## src/rtl/hsp_pkg.sv

```systemverilog
package hsp_pkg;
  // Cluster size is fixed at four tiles, two selection bits.
  localparam int CLU_W = 2;

  typedef enum logic [1:0] {
    CLS_INSTR  = 2'b00,
    CLS_PRIV   = 2'b01,
    CLS_SHARED = 2'b10,
    CLS_RSVD   = 2'b11
  } acc_class_e;

  typedef enum logic [1:0] {
    HOP_SELF  = 2'b00,
    HOP_RIGHT = 2'b01,
    HOP_UP    = 2'b10,
    HOP_LEFT  = 2'b11
  } hop_e;
endpackage

```

## src/rtl/hsp_rid_gen.sv

```systemverilog
module hsp_rid_gen
  import hsp_pkg::*;
#(
  parameter int X_W = 2,
  parameter int Y_W = 2
) (
  input  logic [X_W-1:0]   tile_x,
  input  logic [Y_W-1:0]   tile_y,
  output logic [CLU_W-1:0] rid
);
  localparam int TW = X_W + Y_W + CLU_W + 2;

  logic [TW-1:0] mix;

  // Row step of 1, column step of CLU_W (log2 of cluster size).
  assign mix = (TW'(tile_y) * TW'(CLU_W)) - TW'(tile_x);
  assign rid = mix[CLU_W-1:0];

  logic mix_unused;
  assign mix_unused = ^mix[TW-1:CLU_W];
endmodule

```

## src/rtl/hsp_rot_lookup.sv

```systemverilog
module hsp_rot_lookup
  import hsp_pkg::*;
(
  input  logic [CLU_W-1:0] addr_sel,
  input  logic [CLU_W-1:0] rid,
  output hop_e             hop
);
  logic [CLU_W-1:0] rot;

  assign rot = addr_sel + rid + CLU_W'(1);
  assign hop = hop_e'(rot);
endmodule

```

## src/rtl/hsp_torus_step.sv

```systemverilog
module hsp_torus_step
  import hsp_pkg::*;
#(
  parameter int X_W = 2,
  parameter int Y_W = 2
) (
  input  logic [X_W-1:0] cur_x,
  input  logic [Y_W-1:0] cur_y,
  input  hop_e           hop,
  output logic [X_W-1:0] nxt_x,
  output logic [Y_W-1:0] nxt_y
);
  // Power-of-two array: modular wrap falls out of the adder width.
  always_comb begin
    nxt_x = cur_x;
    nxt_y = cur_y;
    case (hop)
      HOP_RIGHT: nxt_x = cur_x + X_W'(1);
      HOP_UP:    nxt_y = cur_y - Y_W'(1);
      HOP_LEFT:  nxt_x = cur_x - X_W'(1);
      default:   ;
    endcase
  end
endmodule

```

## src/rtl/slice_home_picker.sv

```systemverilog
module slice_home_picker
  import hsp_pkg::*;
#(
  parameter int ADDR_W = 42,
  parameter int OFF_W  = 6,
  parameter int SET_W  = 10,
  parameter int X_W    = 2,
  parameter int Y_W    = 2
) (
  input  logic              clk,
  input  logic              rst_n,
  input  logic              req_valid,
  input  logic [ADDR_W-1:0] req_addr,
  input  logic [1:0]        req_class,
  input  logic [X_W-1:0]    tile_x,
  input  logic [Y_W-1:0]    tile_y,
  output logic [CLU_W-1:0]  rid_out,
  output logic              dst_valid,
  output logic [X_W-1:0]    dst_x,
  output logic [Y_W-1:0]    dst_y
);
  localparam int SEL_LSB = OFF_W + SET_W;
  localparam int SHR_W   = X_W + Y_W;

  acc_class_e       cls;
  hop_e             hop;
  logic [CLU_W-1:0] rid;
  logic [X_W-1:0]   rot_x, nxt_x, dst_x_q;
  logic [Y_W-1:0]   rot_y, nxt_y, dst_y_q;
  logic             vld_q;
  logic             load_en;

  assign cls     = acc_class_e'(req_class);
  assign load_en = req_valid;

  hsp_rid_gen #(.X_W(X_W), .Y_W(Y_W)) rid_i (
    .tile_x (tile_x),
    .tile_y (tile_y),
    .rid    (rid)
  );

  hsp_rot_lookup rot_i (
    .addr_sel (req_addr[SEL_LSB +: CLU_W]),
    .rid      (rid),
    .hop      (hop)
  );

  hsp_torus_step #(.X_W(X_W), .Y_W(Y_W)) step_i (
    .cur_x (tile_x),
    .cur_y (tile_y),
    .hop   (hop),
    .nxt_x (rot_x),
    .nxt_y (rot_y)
  );

  // Next-state selection by access class.
  always_comb begin
    nxt_x = dst_x_q;
    nxt_y = dst_y_q;
    case (cls)
      CLS_PRIV: begin
        nxt_x = tile_x;
        nxt_y = tile_y;
      end
      CLS_INSTR: begin
        nxt_x = rot_x;
        nxt_y = rot_y;
      end
      default: begin
        nxt_x = req_addr[SEL_LSB +: X_W];
        nxt_y = req_addr[SEL_LSB + X_W +: Y_W];
      end
    endcase
  end

  always_ff @(posedge clk or negedge rst_n) begin
    if (!rst_n) begin
      vld_q   <= 1'b0;
      dst_x_q <= '0;
      dst_y_q <= '0;
    end else begin
      vld_q <= req_valid;
      if (load_en) begin
        dst_x_q <= nxt_x;
        dst_y_q <= nxt_y;
      end
    end
  end

  assign rid_out   = rid;
  assign dst_valid = vld_q;
  assign dst_x     = dst_x_q;
  assign dst_y     = dst_y_q;

  logic addr_unused;
  assign addr_unused = ^{req_addr[ADDR_W-1:SEL_LSB+SHR_W], req_addr[SEL_LSB-1:0]};

  // ---------------- assertions ----------------
  function automatic logic [CLU_W-1:0] rid_of(input logic [X_W-1:0] x,
                                              input logic [Y_W-1:0] y);
    int t;
    t = 2 * int'(y) - int'(x) + 64;
    return t[CLU_W-1:0];
  endfunction

  AST_VALID_FOLLOWS: assert property (@(posedge clk) disable iff (!rst_n)
    req_valid |=> dst_valid);
  AST_VALID_QUIET: assert property (@(posedge clk) disable iff (!rst_n)
    !req_valid |=> !dst_valid);
  AST_PRIV_LOCAL: assert property (@(posedge clk) disable iff (!rst_n)
    (req_valid && req_class == 2'b01) |=>
      (dst_x == $past(tile_x) && dst_y == $past(tile_y)));
  AST_SHARED_STRIPE: assert property (@(posedge clk) disable iff (!rst_n)
    (req_valid && req_class[1]) |=>
      ({dst_y, dst_x} == $past(req_addr[SEL_LSB +: SHR_W])));
  AST_INSTR_HOME_RID: assert property (@(posedge clk) disable iff (!rst_n)
    (req_valid && req_class == 2'b00) |=>
      (rid_of(dst_x, dst_y) == ~$past(req_addr[SEL_LSB +: CLU_W])));
  AST_IDLE_HOLD: assert property (@(posedge clk) disable iff (!rst_n)
    !req_valid |=> ($stable(dst_x) && $stable(dst_y)));
endmodule

```

## config.mk

```make
export PLATFORM = sky130hd
export DESIGN_NAME = slice_home_picker
export DESIGN_NICKNAME = d
export VERILOG_FILES = /design/src/rtl/hsp_pkg.sv /design/src/rtl/hsp_rid_gen.sv /design/src/rtl/hsp_rot_lookup.sv /design/src/rtl/hsp_torus_step.sv /design/src/rtl/slice_home_picker.sv
export SDC_FILE = /design/constraint.sdc
export NUM_CORES = 1
export LEC_CHECK = 0
export ABC_CLOCK_PERIOD_IN_PS = 800
export BUFFER_PORTS_ARGS = -buffer_cell sky130_fd_sc_hd__buf_4
export CORE_MARGIN = 4
export CORE_UTILIZATION = 29
export DETAILED_ROUTE_END_ITERATION = 12
export PLACE_DENSITY_LB_ADDON = 0.05
export REMOVE_ABC_BUFFERS = 1
export SLEW_MARGIN = 15
export SYNTH_ARGS = -nofsm -noshare
export SYNTH_HDL_FRONTEND = slang
export SYNTH_HIERARCHICAL = 1
export SYNTH_SLANG_ARGS = --single-unit
```

## constraint.sdc

```tcl
create_clock -name clk -period 0.8 [get_ports clk]
set_clock_uncertainty 0.1 [all_clocks]
set_input_delay 0.12 -clock clk [delete_from_list [all_inputs] [get_ports clk]]
set_output_delay 0.12 -clock clk [all_outputs]
set_load 0.01 [all_outputs]
```

### Word-level counts from Yosys, hierarchy flattened

Cells that the tools add are included.

* register bits: 5
* input port bits: 51
* output and inout port bits: 7
* logic and storage cells: 18

* $add $sub $neg: 6
* equality and inequality tests: 4
* muxes and demuxes: 4
* reductions and logical operators: 1

Operators by type and width (count)
* one-hot mux 2 bit (2 select lines): 3
* adder 2 x 1 -> 2 bit, second input constant: 2
* == test 2 x 1 -> 1 bit, second input constant: 2
* == test 2 bit, second input constant: 2
* subtractor 2 x 1 -> 2 bit, second input constant: 2
* adder 2 bit: 1
* logical NOT 2 bit: 1
* two-way mux 2 bit: 1
* subtractor 2 bit: 1

### Depth between registers and ports, before layout

* depth in word-level cells: 6
* depth in mapped cells: 9
* mapped depth without buffers: 8

### Cells and area by module

The synthesis kept the hierarchy.

By module, submodules not included
* slice_home_picker: instances 1, cells each 23, area an instance 264.0 um2, sequential area each 125.1 um2
* hsp_torus_step: instances 1, cells each 9, area an instance 63.8 um2, sequential area each 0.0 um2
* hsp_rot_lookup: instances 1, cells each 5, area an instance 46.3 um2, sequential area each 0.0 um2
* hsp_rid_gen: instances 1, cells each 2, area an instance 31.3 um2, sequential area each 0.0 um2

### Worst setup path before layout

OpenSTA, ideal clock, no wires.

* path type: input to register
* start: in tile_x[1]
* end: reg dst_y_q[1], in the netlist dst_y[1]
* setup time: 0.087 ns
* arrival time: 1.523 ns
* data required time: 0.613 ns
* path slack: -0.909 ns
* stages: 7
* buffers on the path: 0
* cells stage by stage: xor3_1 -> xnor3_1 -> inv_1 -> nor3_2 -> xor2_1 -> mux2i_1 -> o211ai_1

* cells in the longest elaborated chain, start to end: 6

RTL lines
* start: declaration: line slice_home_picker.sv:15 `input logic [X_W-1:0] tile_x,`
* subtractor 2 bit: line hsp_rid_gen.sv:16 `assign mix = (TW'(tile_y) * TW'(CLU_W)) - TW'(tile_x);`
* adder 2 bit: line hsp_rot_lookup.sv:10 `assign rot = addr_sel + rid + CLU_W'(1);`
* adder 2 x 1 -> 2 bit: line hsp_rot_lookup.sv:10
* named net hop[1]: line slice_home_picker.sv:26 `hop_e hop;`
* == test 2 bit: line hsp_torus_step.sv:17 `case (hop)`
* two-way mux 2 bit: line hsp_torus_step.sv:17
* named net rot_y[1]: line slice_home_picker.sv:29 `logic [Y_W-1:0] rot_y, nxt_y, dst_y_q;`
* one-hot mux 2 bit (2 select lines): line slice_home_picker.sv:60 `case (cls)`
* end signal: assignment: line slice_home_picker.sv:85 `dst_y_q <= nxt_y;`
* end: declaration: line slice_home_picker.sv:29

The timed path passes the listed nets, and every way through them passes these cells.
A chain may end at the register's enable or synchronous reset.

### Final worst setup path

* start: in tile_x[0]
* end: reg dst_y_q[1], in the netlist dst_y[1]

The elaborated chain is that of the path after synthesis.

==> results by group <==
Setup path
  – CP max stage cell: xor3_1
  – Critical path cell sequence: buf_8, xor3_1, xnor3_1, inv_1, nor3_2, xor2_1, mux2i_1, o211ai_1
  – CP Launch Point: tile_x[0]
  – Worst reg2reg path depth: 3
  – WP data required: ~0.85 ns
  – CP max FO: 2
  – Worst Path Arrival: approximately 1.5 ns
  – Setup CP Type: primary input to register
  – End point of the critical path: dst_y[1]
  – Critical R2R Capture: dst_x[1]
  – Critical Path Sink Type: register
  – Reg2reg start: dst_x[1]
  – Worst Setup Start Kind: primary input
  – Critical Path Max Stage Delay: around 0.43 ns
  – Reg2reg setup slack: -0.08 ns

Route
  – Vias: just over 400
  – Iteration count of the initial detailed-routing pass: 2
  – Post-route DRC violation count: 0
  – Post-Route WL: 1020 µm
  – Starting DRT DRC Count: 6
  – Top Metal Used: met3
  – Met2 WL post-DR: approximately 570 µm
  – Met3 routed WL: 80 µm
  – Wirelength per Cell: 11.7 µm
  – ANT nets after route: 0
  – DR vias/cell: ~4.6
  – Wl on met1: ~360 µm

Floorplanning
  – Die Height: approximately 45 µm
  – Initial core utilization: a little under a third
  – Total core area: between 1000 and 1500 µm²
  – Die X: 45.4 µm
  – Site Rows: 13
  – Ports: between 50 and 60
  – Die area: approximately 2000 µm²

Synth
  – Top-area cell type share of the netlist area: 30.9%
  – Cell area after synthesis: a little over 400 µm²
  – Number of synthesized flops with an enable pin: 0
  – Post-synthesis register bit count: 5
  – Syn. warnings: 6
  – Sequential fraction of the synthesis area: between 30 and 40%
  – Netlist cell types: 16
  – Most frequent cell after synthesis: dfrtp_1
  – Synth async-reset ratio: 100%
  – Synth area leader: dfrtp_1
  – Post-synth top flop: dfrtp_1
  – Synth area leaders: dfrtp_1 (31%), mux2i_1 (9.9%), nand2b_2 (8.6%)
  – Mean area per synthesized cell: between 10 and 15 µm²
  – Cells after Synth: 39

Clocking
  – CTS Buf Count: 3
  – Clock sinks: 5
  – Clock root cell: clkbuf_4
  – CTS clock-pin slew for the worst setup and hold paths: 0.04 ns
  – Clk_lat worst skew: 0.24 ns
  – CTS tree: built
  – H-tree Lvls: 1
  – Max Root-Sink Buffers: 2

Global route
  – Antenna violations before repair: 0
  – Vias in the first global route: ~380
  – Largest net degree at the start of global routing: 11
  – Global route overflow: 0
  – First-pass GRT wire length: approximately 1500 µm
  – Total GRT Usage: around a tenth

Timing
  – Crit path time final: approximately 1.4 ns
  – Slew HR: about nine tenths
  – Final setup vio count: 10
  – Slew Limit Fails: 0
  – Crit share post-route: 179%
  – Max Freq: about 0.70 GHz
  – Total negative slack: -3.16 ns
  – Worst Tran Pin Value: around 0.16 ns
  – Final hold violation count: 0
  – RSZ-0062 raised after global routing: true
  – Final WS setup: -0.632 ns
  – Hold WS: about 0.043 ns

Pwr
  – Pwr/cell area: roughly 1400 nW/µm²
  – Static Leak: ~0.37 nW
  – Peak VDD IR: between 0.6 and 0.7 mV

Layout
  – Ant diodes: 0
  – Final Util: about 57%
  – Final instance area: between 700 and 800 µm²
  – Ratio of cells with drive above 1 in the final layout: between 50% and 60%
  – FF/Latch Area: around 130 µm²
  – Area grow syn2layout: 82.1%
  – Fillers: 130
  – Final Non-Filler Cells: 87
  – Multi-input logic area: roughly 260 µm²
  – Nets: 125

Run status
  – Failing checks: negative setup slack
  – Outcome: complete, but fails checks

Placed design
  – HPWL after DPL: about 800 µm
  – Placed cells: 75
  – RD Place Congestion: about 0.71
  – Area after DPL: approximately 580 µm²
  – Port bufs: 19

Run
  – MaxCap Viol Count: 0

Hold path
  – HP Class: primary input to register
  – Min-delay src: req_addr[19]
-- metrics by stage --
| step | worst slack, ns | total power [W] |
|---|---|---|
| 6_report | -0.632 | 0.00106 |
| 5_1_grt | -0.730 | 0.00115 |
| 4_1_cts | -0.614 | 0.00108 |
| 3_5_place_dp | -1.08 | 0.000677 |
| 3_3_place_gp | -1.03 | 0.000663 |
| 2_1_floorplan | -0.909 | 0.000498 |
-- worst max-delay path: cells and delay by family --
kind                      cells  cell delay [ns]
buffers and inverters         2             0.14
muxes                         1             0.09
and+or+nand+nor               1             0.15
xor gates and xnor gates      3             0.83
AOI/OAI and AO/OA             1             0.15
-- cells by family (layout without fill, tap and decap cells) --
| logic type | Yosys count | in the layout | synth area share [%] |
|---|---|---|---|
| muxes | 4 | 4 | 9.88 |
| and+or+nand+nor | 12 | 12 | 20.1 |
| DFF | 5 | 5 | 30.9 |
| xor gates and xnor gates | 6 | 6 | 20.1 |
| adders and majority gates | 1 | 1 | 3.09 |
| AOI/OAI and AO/OA | 5 | 5 | 8.64 |
| buffers and inverters | 6 | 39 | 7.41 |
-- placed cells by master, fill, tap and decap left out --
cell,count
nor3_2,1
nand2_1,1
inv_2,1
inv_1,1
dfrtp_1,5
dlymetal6s4s_1,1
inv_4,2
xnor3_1,1
xor3_1,1
clkbuf_1,1
xor2_1,3
dlygate4sd3_1,1
ha_4,1
buf_4,18
buf_6,10
nand2b_1,2
o211ai_1,4
clkbuf_4,3
mux2i_1,4
o21ai_0,1
buf_8,1
nand3_1,4
nand2b_2,4
xnor2_1,1
-- metal layers --
layer | GRT usage [%] | vias to the layer above
li1 | - | 202
met1 | 10.2 | 187
met2 | 18.7 | 14
met3 | 2.77 | 0
met4 | 8.77 | 0
met5 | 0 | -
-- sequential cells by signal (all words and copies together), names as in the netlist --
name       flops
dst_valid      1
dst_x          2
dst_y          2
-- timing repair --
action,CTS,global route
hold buffers,2,0
resized for setup,16,3
hold endpoints to repair,6,0
setup buffers,6,1
pin swaps,7,0
endpoints found under the setup margin,10,12
-- power by group --
part / total (W) / switching (W) / internal [W]
clock: 0.000287 / 0.0000988 / 0.000188
sequential: 0.000304 / 0.0000197 / 0.000285
combinational: 0.000470 / 0.000179 / 0.000291
-- worst min path at each step --
stage,to,cells past startpoint
3_3_place_gp,dst_valid,1
4_1_cts,dst_y[0],3
5_1_grt,dst_y[1],3
3_5_place_dp,dst_x[0],1
2_1_floorplan,dst_valid,0
6_report,dst_y[1],3
-- layout make-up --
| type | count | share of cell area (%) |
|---|---|---|
| well taps | 15 | 2.54 |
| multi-input cells | 28 | 35.6 |
| inverters | 4 | 2.71 |
| clock buffers | 4 | 3.56 |
| repair buffers | 31 | 38.6 |
| flip-flops and latches | 5 | 16.9 |
(Power assumes the default switching activity.)
